### src/rtl/cam_pix_pkg.sv
package cam_pix_pkg;

    localparam int CAM_BYTE_W = 8;
    localparam int PIX_W      = 2 * CAM_BYTE_W;

    typedef logic [CAM_BYTE_W-1:0] cam_byte_t;
    typedef logic [PIX_W-1:0]      pix_word_t;

    // One registered copy of the camera lines
    typedef struct packed {
        logic      pclk;
        logic      hs_n;
        logic      vs_n;
        cam_byte_t dat;
    } cam_lines_t;

    // Meaning of a sample point
    typedef enum logic [1:0] {
        SK_NONE = 2'd0,
        SK_SYNC = 2'd1,
        SK_DATA = 2'd2
    } smp_kind_e;

endpackage

### src/rtl/cam_edge_sampler.sv
module cam_edge_sampler
    import cam_pix_pkg::*;
(
    input  logic       clk,
    input  logic       rst,
    input  logic       pclk_i,
    input  logic       hs_n_i,
    input  logic       vs_n_i,
    input  cam_byte_t  dat_i,
    output logic       stb_o,
    output smp_kind_e  kind_o,
    output logic       hs_n_o,
    output logic       vs_n_o,
    output cam_byte_t  dat_o
);

    typedef struct packed {
        cam_lines_t cur;
        logic       pclk_prev;
    } smp_state_t;

    smp_state_t st_d, st_q;

    always_comb begin
        st_d           = st_q;
        st_d.cur.pclk  = pclk_i;
        st_d.cur.hs_n  = hs_n_i;
        st_d.cur.vs_n  = vs_n_i;
        st_d.cur.dat   = dat_i;
        st_d.pclk_prev = st_q.cur.pclk;
    end

    always_ff @(posedge clk) begin
        if (rst) begin
            // clock history starts high so reset release never looks like an edge
            st_q.cur.pclk  <= 1'b1;
            st_q.cur.hs_n  <= 1'b0;
            st_q.cur.vs_n  <= 1'b0;
            st_q.cur.dat   <= '0;
            st_q.pclk_prev <= 1'b1;
        end else begin
            st_q <= st_d;
        end
    end

    always_comb begin
        stb_o  = st_q.cur.pclk & ~st_q.pclk_prev;
        hs_n_o = st_q.cur.hs_n;
        vs_n_o = st_q.cur.vs_n;
        dat_o  = st_q.cur.dat;
        if (!stb_o)
            kind_o = SK_NONE;
        else if (st_q.cur.hs_n && st_q.cur.vs_n)
            kind_o = SK_DATA;
        else
            kind_o = SK_SYNC;
    end

    AST_STB_SPACED: assert property (@(posedge clk) disable iff (rst)
        stb_o |=> !stb_o);

endmodule

### src/rtl/cam_byte_pairer.sv
module cam_byte_pairer
    import cam_pix_pkg::*;
(
    input  logic       clk,
    input  logic       rst,
    input  smp_kind_e  kind_i,
    input  cam_byte_t  dat_i,
    output logic       fire_o,
    output logic       valid_o,
    output pix_word_t  word_o
);

    typedef struct packed {
        logic      half;
        cam_byte_t hi;
        logic      valid;
        pix_word_t word;
    } pair_state_t;

    pair_state_t st_d, st_q;

    assign fire_o = (kind_i == SK_DATA) && st_q.half;

    always_comb begin
        st_d       = st_q;
        st_d.valid = 1'b0;
        unique case (kind_i)
            SK_DATA: begin
                if (st_q.half) begin
                    st_d.half  = 1'b0;
                    st_d.valid = 1'b1;
                    st_d.word  = {st_q.hi, dat_i};
                end else begin
                    st_d.half = 1'b1;
                    st_d.hi   = dat_i;
                end
            end
            SK_SYNC: st_d.half = 1'b0;
            default: ;
        endcase
    end

    always_ff @(posedge clk) begin
        if (rst) begin
            st_q <= '0;
        end else begin
            st_q <= st_d;
        end
    end

    assign valid_o = st_q.valid;
    assign word_o  = st_q.word;

    AST_PAIR_HAS_HIGH: assert property (@(posedge clk) disable iff (rst)
        st_q.valid |-> $past(st_q.half));

    AST_SYNC_DROPS_HALF: assert property (@(posedge clk) disable iff (rst)
        (kind_i == SK_SYNC) |=> (!st_q.half && !st_q.valid));

endmodule

### src/rtl/cam_coord_tracker.sv
module cam_coord_tracker
    import cam_pix_pkg::*;
#(
    parameter int H_W = 11,
    parameter int V_W = 10
) (
    input  logic           clk,
    input  logic           rst,
    input  logic           stb_i,
    input  logic           hs_n_i,
    input  logic           vs_n_i,
    input  logic           fire_i,
    output logic [H_W-1:0] h_o,
    output logic [V_W-1:0] v_o
);

    typedef struct packed {
        logic           hs_prev;
        logic [H_W-1:0] hcnt;
        logic [V_W-1:0] vcnt;
        logic [H_W-1:0] h_out;
        logic [V_W-1:0] v_out;
    } trk_state_t;

    trk_state_t st_d, st_q;
    logic       row_end;

    // falling horizontal sync, judged only against the previous sample point
    assign row_end = st_q.hs_prev & ~hs_n_i;

    always_comb begin
        st_d = st_q;
        if (stb_i) begin
            st_d.hs_prev = hs_n_i;
            if (!vs_n_i) begin
                st_d.hcnt = '0;
                st_d.vcnt = '0;
            end else if (row_end) begin
                st_d.hcnt = '0;
                st_d.vcnt = st_q.vcnt + 1'b1;
            end else if (fire_i) begin
                st_d.h_out = st_q.hcnt;
                st_d.v_out = st_q.vcnt;
                st_d.hcnt  = st_q.hcnt + 1'b1;
            end
        end
    end

    always_ff @(posedge clk) begin
        if (rst) begin
            st_q <= '0;
        end else begin
            st_q <= st_d;
        end
    end

    assign h_o = st_q.h_out;
    assign v_o = st_q.v_out;

    AST_FRAME_HOME: assert property (@(posedge clk) disable iff (rst)
        (stb_i && !vs_n_i) |=> (st_q.hcnt == '0 && st_q.vcnt == '0));

    AST_ROW_STEP: assert property (@(posedge clk) disable iff (rst)
        (stb_i && vs_n_i && st_q.hs_prev && !hs_n_i)
            |=> (st_q.hcnt == '0 && st_q.vcnt == $past(st_q.vcnt) + 1'b1));

    AST_COORD_HOLD: assert property (@(posedge clk) disable iff (rst)
        !fire_i |=> ($stable(st_q.h_out) && $stable(st_q.v_out)));

endmodule

### src/rtl/cam_pix_rebuild.sv
module cam_pix_rebuild
    import cam_pix_pkg::*;
#(
    parameter int H_W = 11,
    parameter int V_W = 10
) (
    input  logic                  clk,
    input  logic                  rst,
    input  logic                  cam_pclk_i,
    input  logic                  cam_hsync_n_i,
    input  logic                  cam_vsync_n_i,
    input  logic [CAM_BYTE_W-1:0] cam_byte_i,
    output logic                  pix_valid_o,
    output logic [H_W-1:0]        pix_h_o,
    output logic [V_W-1:0]        pix_v_o,
    output logic [PIX_W-1:0]      pix_data_o
);

    logic      smp_stb;
    smp_kind_e smp_kind;
    logic      smp_hs_n;
    logic      smp_vs_n;
    cam_byte_t smp_dat;
    logic      pair_fire;

    cam_edge_sampler u_sampler (
        .clk    (clk),
        .rst    (rst),
        .pclk_i (cam_pclk_i),
        .hs_n_i (cam_hsync_n_i),
        .vs_n_i (cam_vsync_n_i),
        .dat_i  (cam_byte_i),
        .stb_o  (smp_stb),
        .kind_o (smp_kind),
        .hs_n_o (smp_hs_n),
        .vs_n_o (smp_vs_n),
        .dat_o  (smp_dat)
    );

    cam_byte_pairer u_pairer (
        .clk     (clk),
        .rst     (rst),
        .kind_i  (smp_kind),
        .dat_i   (smp_dat),
        .fire_o  (pair_fire),
        .valid_o (pix_valid_o),
        .word_o  (pix_data_o)
    );

    cam_coord_tracker #(
        .H_W (H_W),
        .V_W (V_W)
    ) u_tracker (
        .clk    (clk),
        .rst    (rst),
        .stb_i  (smp_stb),
        .hs_n_i (smp_hs_n),
        .vs_n_i (smp_vs_n),
        .fire_i (pair_fire),
        .h_o    (pix_h_o),
        .v_o    (pix_v_o)
    );

    AST_VALID_PULSE: assert property (@(posedge clk) disable iff (rst)
        pix_valid_o |=> !pix_valid_o);

    AST_VALID_NEEDS_EDGE: assert property (@(posedge clk) disable iff (rst)
        pix_valid_o |-> $past(smp_stb));

endmodule

### config.mk
export PLATFORM = sky130hd
export DESIGN_NAME = cam_pix_rebuild
export DESIGN_NICKNAME = d
export VERILOG_FILES = /design/src/rtl/cam_pix_pkg.sv /design/src/rtl/cam_edge_sampler.sv /design/src/rtl/cam_byte_pairer.sv /design/src/rtl/cam_coord_tracker.sv /design/src/rtl/cam_pix_rebuild.sv
export SDC_FILE = /design/constraint.sdc
export NUM_CORES = 1
export LEC_CHECK = 0
export BUFFER_PORTS_ARGS = -buffer_cell sky130_fd_sc_hd__buf_2
export CAP_MARGIN = 20
export CORE_MARGIN = 2
export CORE_UTILIZATION = 30
export CTS_BUF_LIST = sky130_fd_sc_hd__clkbuf_8
export DETAILED_ROUTE_END_ITERATION = 8
export PLACE_DENSITY = 0.57
export SLEW_MARGIN = 20
export SYNTH_ARGS = -nofsm -noshare
export SYNTH_HDL_FRONTEND = slang
export SYNTH_SLANG_ARGS = --single-unit
### constraint.sdc
create_clock -name clk -period 4.1 [get_ports clk]
set_input_delay 0.615 -clock clk [delete_from_list [all_inputs] [get_ports clk]]
set_output_delay 0.615 -clock clk [all_outputs]
set_load 0.02 [all_outputs]
==> results of run 1 <==
-- metal layers --
metal	up-vias	global-route usage	wire, um
met2	36	0.181	2880
met5	-	0	0
met4	0	0.0687	163
li1	1261	-	-
met3	13	0.0335	253
met1	1145	0.146	3150
-- cell families (layout without fill, tap and decap cells) --
kind of cell / after synthesis / after routing / share of synthesized area
compound gates: 72 / 72 / 0.129
xor+xnor: 8 / 8 / 0.0212
fa+ha+maj: 2 / 2 / 0.00757
buf+inv: 63 / 70 / 0.116
flops: 81 / 81 / 0.491
mux: 9 / 9 / 0.0273
simple gates: 153 / 153 / 0.208
-- worst max-delay path by stage --
stage / cells past startpoint / endpoint
floorplan: 5 / u_tracker.st_q[40]
global placement: 5 / u_tracker.st_q[40]
detailed placement: 5 / u_tracker.st_q[40]
CTS: 5 / u_tracker.st_q[40]
global route: 5 / u_tracker.st_q[40]
finish: 5 / u_tracker.st_q[40]
-- cell usage in the layout (no fill, tap or decap), drive strengths merged --
cell,n
bufinv,2
o211ai,1
xnor2,8
nand4,4
a31o,1
nor3b,1
o21ai,1
nand3,6
a211oi,10
a21oi,46
clkinv,1
and4,2
nor2,27
or2,3
ha,2
and3,1
dfxtp,81
a22oi,1
clkbuf,9
a32oi,1
a21o,1
o21bai,1
buf,52
a31oi,5
nand2b,2
or4,1
mux2i,9
a21bo,1
nand3b,3
nor3,4
nor2b,10
inv,4
nand2,86
clkinvlp,2
or3,2
a2111oi,3
nand4b,1
-- worst max-delay path, cell delays in order (launching register included) --
cell and delay [ps]:
dfxtp_1 600, nand3b_4 190, or2_1 510, buf_4 330
or4_1 510, a31oi_1 180
-- flip-flops by register name (all words and copies together), names as in the netlist --
signal            count
u_tracker.st_q       22
u_sampler.vs_n_o      1
u_pairer.st_q         9
u_pairer.valid_o      1
u_sampler.st_q        1
u_sampler.dat_o       8
u_tracker.v_o        10
u_pairer.word_o      16
u_sampler.st_d        1
u_tracker.h_o        11
u_sampler.hs_n_o      1
-- stage by stage --
step                instances  hold WS, ps  utilization  setup WS, ps
global placement          519          440        0.313          1750
CTS                       535          444        0.333          1670
global route              535          439        0.333          1520
detailed placement        519          446        0.313          1690
floorplan                 388          431            -          2560
finish                    535          455        0.333          1700
-- power groups by stage --
stage,clock network (W),registers (W),logic [W]
3_3_place_gp,0,0.000817,0.0000305
6_report,0.000620,0.000798,0.0000300
4_1_cts,0.000637,0.000798,0.0000307
3_5_place_dp,0,0.000817,0.0000308
2_1_floorplan,0,0.000814,0.0000215
5_1_grt,0.000667,0.000799,0.0000342
-- final cells by class --
cell class	count	share of cell area
Inverter	2	0.00209
Clock inverter	7	0.0244
Timing Repair Buffer	52	0.0738
Multi-Input combinational cell	244	0.365
Clock buffer	9	0.0345
Tap cell	140	0.0488
Sequential cell	81	0.451
-- cell usage after synthesis (all sizes together) --
| master | number |
|---|---|
| a2111oi | 3 |
| a211oi | 10 |
| a21bo | 1 |
| a21o | 1 |
| a21oi | 46 |
| a22oi | 1 |
| a31o | 1 |
| a31oi | 5 |
| a32oi | 1 |
| and3 | 1 |
| and4 | 2 |
| buf | 44 |
| clkbuf | 17 |
| dfxtp | 81 |
| ha | 2 |
| inv | 2 |
| mux2i | 9 |
| nand2 | 86 |
| nand2b | 2 |
| nand3 | 6 |
| nand3b | 3 |
| nand4 | 4 |
| nand4b | 1 |
| nor2 | 27 |
| nor2b | 10 |
| nor3 | 4 |
| nor3b | 1 |
| o211ai | 1 |
| o21ai | 1 |
| o21bai | 1 |
| or2 | 3 |
| or3 | 2 |
| or4 | 1 |
| xnor2 | 8 |
==> flow_metrics.py, run 1 <==
metrics = {
    "power_and_ir_drop": {
        "switching_power_w": 0.000308,
        "internal_power_w": 0.00114,
        "p_seq_frac": 0.551,
        "peakVddDrop_mv": 0.125,
        "pwr-share-clk": 0.428,
        "total_power_w": 0.00145,
        "p_sw_frac": 0.213,
        "p_comb_frac": 0.021,
        "p_per_area_nw_per_um2": 403,
        "p_leak_nw": 1.29,
    },
    "setup_path": {
        "r2r_start": "u_sampler.vs_n_o",
        "setup.worst_path.start": "u_sampler.vs_n_o",
        "cp_max_fo": 24,
        "cp-start-kind": "register",
        "rrSetupSlack_ps": 1700,
        "r2r_cells": 5,
        "critPathKind": "register to register",
        "required_ps": 4380,
        "r2r_end": "u_tracker.st_q[40]",
        "cp-end-kind": "register",
        "crit_arrival_ps": 2680,
    },
    "global_routing": {
        "grt_pass1_vias": 2296,
        "track_usage": 0.117,
        "globalRouteOverflowTotal": 0,
        "grt_max_degree": 55,
        "antenna_found_initial": 0,
        "grt_pass1_wl_um": 10900,
    },
    "die": {
        "initial_core_util": 0.306,
        "coreArea_um2": 10800,
        "die_h_um": 109,
        "ioPinCount": 51,
        "dieArea_um2": 11900,
        "fp.dieW_um": 109,
        "num_rows": 38,
    },
    "route": {
        "routed_via_density": 4.59,
        "detail-route-antenna-nets": 0,
        "wire_per_inst_um": 12.0,
        "drc_errors": 0,
        "num_vias": 2455,
        "drt_iter0_drc": 93,
        "routed_wl_um": 6440,
        "first_pass_iters": 4,
    },
    "cts": {
        "cts_setup_buffers": 0,
        "cts_resized": 0,
        "numCtsBuffers": 9,
        "cts_sinks": 81,
        "htree_levels": 3,
        "cts_max_path_buffers": 2,
        "tritoncts": "yes",
        "clk_latency_ps": 360,
        "clk_pin_slew_ps": 80,
        "cts-root-buf": "clkbuf_8",
        "cts_hold_buf": 0,
    },
    "cells_and_area": {
        "area_growth_pct": 8.75,
        "final_area_um2": 3590,
        "nets": 405,
        "layout-drive-gt1-share": 0.185,
        "multi_input_area_um2": 1310,
        "nFillCells": 1135,
        "diodes": 0,
        "seqCellArea_um2": 1620,
    },
    "placed_design": {
        "portBuffers": 50,
        "place_area_um2": 3380,
        "gp_congestion": 0.751,
        "hpwl_um": 4280,
    },
    "timing": {
        "relSlewSlack": 0.312,
        "max_freq_mhz": 416,
        "finalCritPeriodShare": 0.586,
        "drv_slew": 0,
        "rsz0062_at_grt": "false",
        "hold_viol_final": 0,
        "setup_tns_ps": 0,
        "clock_skew_ps": 6.64,
        "period_needed_ps": 2400,
        "setup_viol": 0,
        "tightest_slew_ps": 1030,
    },
    "synth": {
        "yosysWarningCount": 0,
        "yosysTopAreaCell": "dfxtp_1",
        "synth.net_count": 403,
        "synth-seq-cells": 81,
        "netlist_top_cells_area": "dfxtp_1, nand2_1, buf_4",
        "synth_top_cell_area_share": 0.491,
        "synth-seq-area-share": 0.491,
        "synth_area_um2": 3300,
        "syn_inst": 388,
        "avgSynthCellArea_um2": 8.51,
        "synth_cell_type_count": 38,
    },
    "min_path": {
        "hold_path_depth": 2,
        "min_path_type": "register to register",
        "min_to": "u_tracker.h_o[4]",
        "min_from": "u_tracker.h_o[4]",
    },
    "run": {
        "maxCapViolCount": 0,
    },
    "run_status": {
        "status": "finished, final reports clean",
    },
}
No activity file was read; power rests on OpenSTA's default activity.
==> inputs of run 2 (changes only) <==
clock period = 2.4 ns   (was 4.1 ns; I/O delays follow)
==> run 2 against run 1 <==
Final area up 1.3%. Routed wire length rose by 4.1%. Sequential power up 70%. Register-to-register slack worse by 1100 ps. Setup slack got worse by 1100 ps. Final cell count up 1.1%. Worst hold slack worse by 260 ps. Clock skew rose by 3.6 ps. Non-clock buffer count is 6 higher. Critical path depth fell by 1.
==> flow_metrics.py, run 2 (same netlist as run 1, synthesis figures left out) <==
metrics = {
    "min_path": {
        "min_path_type": "input pin to register",
        "min_from": "cam_pclk_i",
        "min_to": "u_sampler.st_d[0]",
        "hold_path_depth": 2,
    },
    "route": {
        "first_pass_iters": 4,
        "drt_iter0_drc": 98,
        "drc_errors": 0,
        "routed_wl_um": 6700,
        "wire_per_inst_um": 12.4,
        "detail-route-antenna-nets": 0,
        "routed_via_density": 4.58,
        "num_vias": 2479,
    },
    "timing": {
        "max_freq_mhz": 566,
        "hold_viol_final": 0,
        "rsz0062_at_grt": "false",
        "finalCritPeriodShare": 0.736,
        "tightest_slew_ps": 720,
        "setup_viol": 0,
        "clock_skew_ps": 10.2,
        "drv_slew": 0,
        "period_needed_ps": 1770,
        "setup_tns_ps": 0,
        "relSlewSlack": 0.519,
    },
    "setup_path": {
        "critPathKind": "register to register",
        "r2r_start": "u_pairer.st_q[25]",
        "r2r_cells": 4,
        "cp_max_fo": 11,
        "rrSetupSlack_ps": 630,
        "crit_arrival_ps": 2060,
        "cp-end-kind": "register",
        "required_ps": 2700,
        "cp-start-kind": "register",
        "r2r_end": "u_tracker.st_q[40]",
    },
    "placed_design": {
        "portBuffers": 50,
        "hpwl_um": 4670,
        "gp_congestion": 0.732,
        "placed_cells": 525,
    },
    "power_and_ir_drop": {
        "peakVddDrop_mv": 0.264,
        "p_leak_nw": 1.32,
        "p_per_area_nw_per_um2": 676,
    },
    "cts": {
        "cts_hold_buf": 0,
        "clk_latency_ps": 370,
        "tritoncts": "yes",
        "cts_resized": 0,
        "numCtsBuffers": 9,
        "cts_sinks": 81,
        "cts-root-buf": "clkbuf_8",
        "cts_max_path_buffers": 2,
        "cts_setup_buffers": 0,
        "clk_pin_slew_ps": 90,
        "htree_levels": 3,
    },
    "cells_and_area": {
        "diodes": 0,
        "layout_common_cells": "nand2_1, dfxtp_1, buf_2, a21oi_1, nor2_1",
        "layout_commonest_cell": "nand2_1",
        "area_growth_pct": 10.2,
        "nFillCells": 1105,
        "layout-drive-gt1-share": 0.202,
        "largest_reg_flops": 22,
        "nets": 411,
        "final_cells": 541,
        "largest-register": "u_tracker.st_q",
    },
    "die": {
        "die_h_um": 109,
        "coreArea_um2": 10800,
        "fp.dieW_um": 109,
        "dieArea_um2": 11900,
        "initial_core_util": 0.306,
        "num_rows": 38,
        "ioPinCount": 51,
    },
    "global_routing": {
        "globalRouteOverflowTotal": 0,
        "antenna_found_initial": 0,
        "track_usage": 0.119,
        "grt_max_degree": 34,
        "grt_pass1_vias": 2318,
        "grt_pass1_wl_um": 10800,
    },
    "run": {
        "maxCapViolCount": 0,
    },
    "run_status": {
        "status": "finished, final reports clean",
    },
}
==> run 2: cell types whose count changed in the layout (fill, tap and decap cells not counted), sizes merged <==
cell	delta
bufinv	-1
clkbuf	+2
buf	+6
inv	-1
==> run 2: how the worst max path moves through the flow <==
| stage | from | endpoint | slack (ps) | cells after the start |
|---|---|---|---|---|
| global placement | u_pairer.st_q[25] | u_tracker.st_q[40] | 710 | 4 |
| global route | u_pairer.st_q[25] | u_pairer.word_o[10] | 470 | 5 |
| detailed placement | u_pairer.st_q[25] | u_tracker.st_q[40] | 650 | 4 |
| finish | u_pairer.st_q[25] | u_tracker.st_q[40] | 630 | 4 |
| CTS | u_pairer.st_q[25] | u_tracker.st_q[40] | 620 | 4 |
| floorplan | u_sampler.st_d[0] | u_tracker.st_q[40] | 860 | 5 |
==> run 2: critical path, cell delays in order, from the launching register on <==
cell and delay [ps]:
dfxtp_1 370, nand2_1 190, or2_1 410, or4_1 540
a31oi_1 180
==> run 2: metal layers <==
| metal | global-route usage | vias up | wire length (um) |
|---|---|---|---|
| met1 | 0.140 | 1155 | 3050 |
| met3 | 0.0520 | 12 | 393 |
| met4 | 0.0522 | 0 | 134 |
| li1 | - | 1275 | - |
| met5 | 0 | - | 0 |
| met2 | 0.187 | 37 | 3130 |
==> run 2: area by class of cell <==
type / instances / area (um2) / area share
sequential: 81 / 1620 / 0.446
multi-input combinational: 244 / 1310 / 0.360
timing repair buffer: 58 / 310 / 0.0853
tap: 140 / 175 / 0.0481
clock buffer: 11 / 151 / 0.0416
clock inverter: 5 / 62.6 / 0.0172
inverter: 2 / 7.51 / 0.00206
==> run 2: power by group <==
part | switching [W] | internal [W]
clock | 0.000503 | 0.000542
combinational | 0.0000345 | 0.0000211
sequential | 0.00000761 | 0.00135
total | 0.000545 | 0.00192
==> run 2: through the flow <==
stage	setup WS [ps]	area [um2]	hold WS, ps	total power (W)	util
floorplan	860	3300	431	0.00143	-
global placement	709	3430	442	0.00145	0.317
detailed placement	652	3430	444	0.00145	0.317
CTS	622	3640	177	0.00250	0.337
global route	469	3640	181	0.00257	0.337
finish	635	3640	191	0.00246	0.337
==> inputs of run 3 (changes only) <==
clock period = 1.8 ns   (was 2.4 ns; I/O delays follow)
==> run 3 against run 2 <==
Count of clock-buffer cells in the layout unchanged. Sequential cell count unchanged. Core utilization up 0.54 points. Sequential power up 33%. Final cell count rose by 1.1%. Fmax is 9.5% higher. Worst hold slack got worse by 92 ps. Routed wire length increased by 0.40%. Critical path depth up 1. Final area rose by 1.6%. Register-to-register slack got worse by 450 ps. Sequential share of layout area is 0.71 points lower. Largest power group unchanged. Highest routed layer unchanged.
==> flow_metrics.py, run 3 (same netlist as run 1, synthesis figures left out) <==
metrics = {
    "cells_and_area": {
        "largest_reg_flops": 22,
        "layout-drive-gt1-share": 0.211,
        "nets": 418,
        "layout_commonest_cell": "nand2_1",
        "layout_common_cells": "nand2_1, dfxtp_1, buf_2, a21oi_1, nor2_1",
        "diodes": 0,
        "largest-register": "u_tracker.st_q",
        "final_cells": 547,
        "area_growth_pct": 12.0,
    },
    "timing": {
        "drv_slew": 0,
        "max_freq_mhz": 620,
        "rsz0062_at_grt": "false",
        "finalCritPeriodShare": 0.896,
        "clock_skew_ps": 3.82,
        "relSlewSlack": 0.648,
        "tightest_slew_ps": 515,
        "setup_viol": 0,
        "setup_tns_ps": 0,
        "worst_slack_ps": 188,
        "hold_viol_final": 0,
        "period_needed_ps": 1610,
    },
    "cts": {
        "cts_sinks": 81,
        "clk_pin_slew_ps": 80,
        "clk_latency_ps": 360,
        "cts_resized": 0,
        "numCtsBuffers": 9,
        "cts_hold_buf": 0,
        "tritoncts": "yes",
        "cts_setup_buffers": 0,
        "cts_max_path_buffers": 2,
        "cts-root-buf": "clkbuf_8",
        "htree_levels": 3,
    },
    "power_and_ir_drop": {
        "p_seq_frac": 0.564,
        "internal_power_w": 0.00254,
        "peakVddDrop_mv": 0.302,
        "p_per_area_nw_per_um2": 871,
        "p_leak_nw": 1.36,
        "p_comb_frac": 0.026,
        "p_sw_frac": 0.211,
        "pwr-share-clk": 0.410,
        "switching_power_w": 0.000681,
    },
    "setup_path": {
        "slowest_delay_ps": 420,
        "cp_num_cells": 5,
        "critPathKind": "register to register",
        "slowest_stage": "dfxtp_1",
        "cp_cell_sequence": "ha_1 -> and4_1 -> nand4_1 -> or3_1 -> a31oi_1",
        "cp-start-kind": "register",
        "critical_path_buf_inv_count": 0,
        "r2r_cells": 5,
        "critPathTopFamily": "simple AND/OR/NAND/NOR gates",
        "rrSetupSlack_ps": 190,
        "cp_max_fo": 6,
        "cp-end-kind": "register",
        "required_ps": 2090,
        "r2r_start": "u_tracker.st_q[31]",
        "crit_arrival_ps": 1900,
        "r2r_end": "u_tracker.st_q[41]",
    },
    "route": {
        "wire_per_inst_um": 12.3,
        "drt_iter0_drc": 106,
        "routed_wl_um": 6730,
        "num_vias": 2514,
        "routed_via_density": 4.60,
        "first_pass_iters": 4,
        "detail-route-antenna-nets": 0,
        "drc_errors": 0,
    },
    "placed_design": {
        "placed_cells": 532,
        "gp_congestion": 0.829,
        "hpwl_um": 4620,
        "pre_cts_slack_ps": 198,
        "portBuffers": 50,
    },
    "die": {
        "ioPinCount": 51,
        "fp.dieW_um": 109,
        "num_rows": 38,
        "die_h_um": 109,
        "coreArea_um2": 10800,
        "initial_core_util": 0.306,
        "dieArea_um2": 11900,
    },
    "global_routing": {
        "track_usage": 0.122,
        "globalRouteOverflowTotal": 0,
        "grt_pass1_wl_um": 10900,
        "grt_pass1_vias": 2247,
        "grt_max_degree": 36,
        "antenna_found_initial": 0,
    },
    "run_status": {
        "status": "finished, final reports clean",
    },
    "min_path": {
        "min_path_type": "input pin to register",
        "min_from": "cam_pclk_i",
        "min_to": "u_sampler.st_d[0]",
        "hold_path_depth": 2,
    },
    "run": {
        "maxCapViolCount": 0,
    },
}
[run 3: changes by cell type in the layout (fill, tap and decap cells not counted)]
cell and delta:
buf_4 +5, clkinv_4 -1, inv_1 +1, inv_6 -1, clkinv_2 +2, clkinvlp_4 -2
buf_12 +2
[run 3: area by class of cell]
class                   count  area, um2
repair buffers             65        388
multi-input cells         244       1310
well taps                 140        175
flip-flops and latches     81       1620
fillers                  1135       7090
clock buffers              11        151
inverters                   2       7.51
clock inverters             4       43.8
[run 3: per-stage QoR]
stage,cell area [um2],power (W),util,hold WS (ps)
4_1_cts,3700,0.00328,0.343,83.3
5_1_grt,3700,0.00336,0.343,86.8
6_report,3700,0.00322,0.343,99.8
3_3_place_gp,3500,0.00194,0.325,442
2_1_floorplan,3300,0.00190,-,374
3_5_place_dp,3500,0.00194,0.325,444
[run 3: how the worst max path moves through the flow]
stage	slack, ps	start	endpoint
finish	190	u_tracker.st_q[31]	u_tracker.st_q[41]
floorplan	260	u_sampler.st_d[0]	u_tracker.st_q[40]
global route	10	u_tracker.st_q[31]	u_tracker.st_q[41]
detailed placement	200	u_tracker.st_q[31]	u_tracker.st_q[41]
CTS	180	u_tracker.st_q[31]	u_tracker.st_q[41]
global placement	230	u_tracker.st_q[31]	u_tracker.st_q[41]
[run 3: layer usage]
metal	GRT usage	vias to the layer above	part of all wire	wire length (um)
met5	0	-	0	0
met4	0.0760	0	0.025	167
met3	0.0400	10	0.052	352
met2	0.175	41	0.45	3020
met1	0.156	1176	0.47	3200
li1	-	1287	-	-
[run 3: power by group through the flow]
| stage | logic (W) | registers (W) | clock network [W] |
|---|---|---|---|
| after CTS | 0.0000845 | 0.00181 | 0.00138 |
| after floorplan | 0.0000490 | 0.00185 | 0 |
| after global placement | 0.0000842 | 0.00186 | 0 |
| after detailed placement | 0.0000843 | 0.00186 | 0 |
| final | 0.0000834 | 0.00181 | 0.00132 |
| after global routing | 0.0000929 | 0.00182 | 0.00145 |
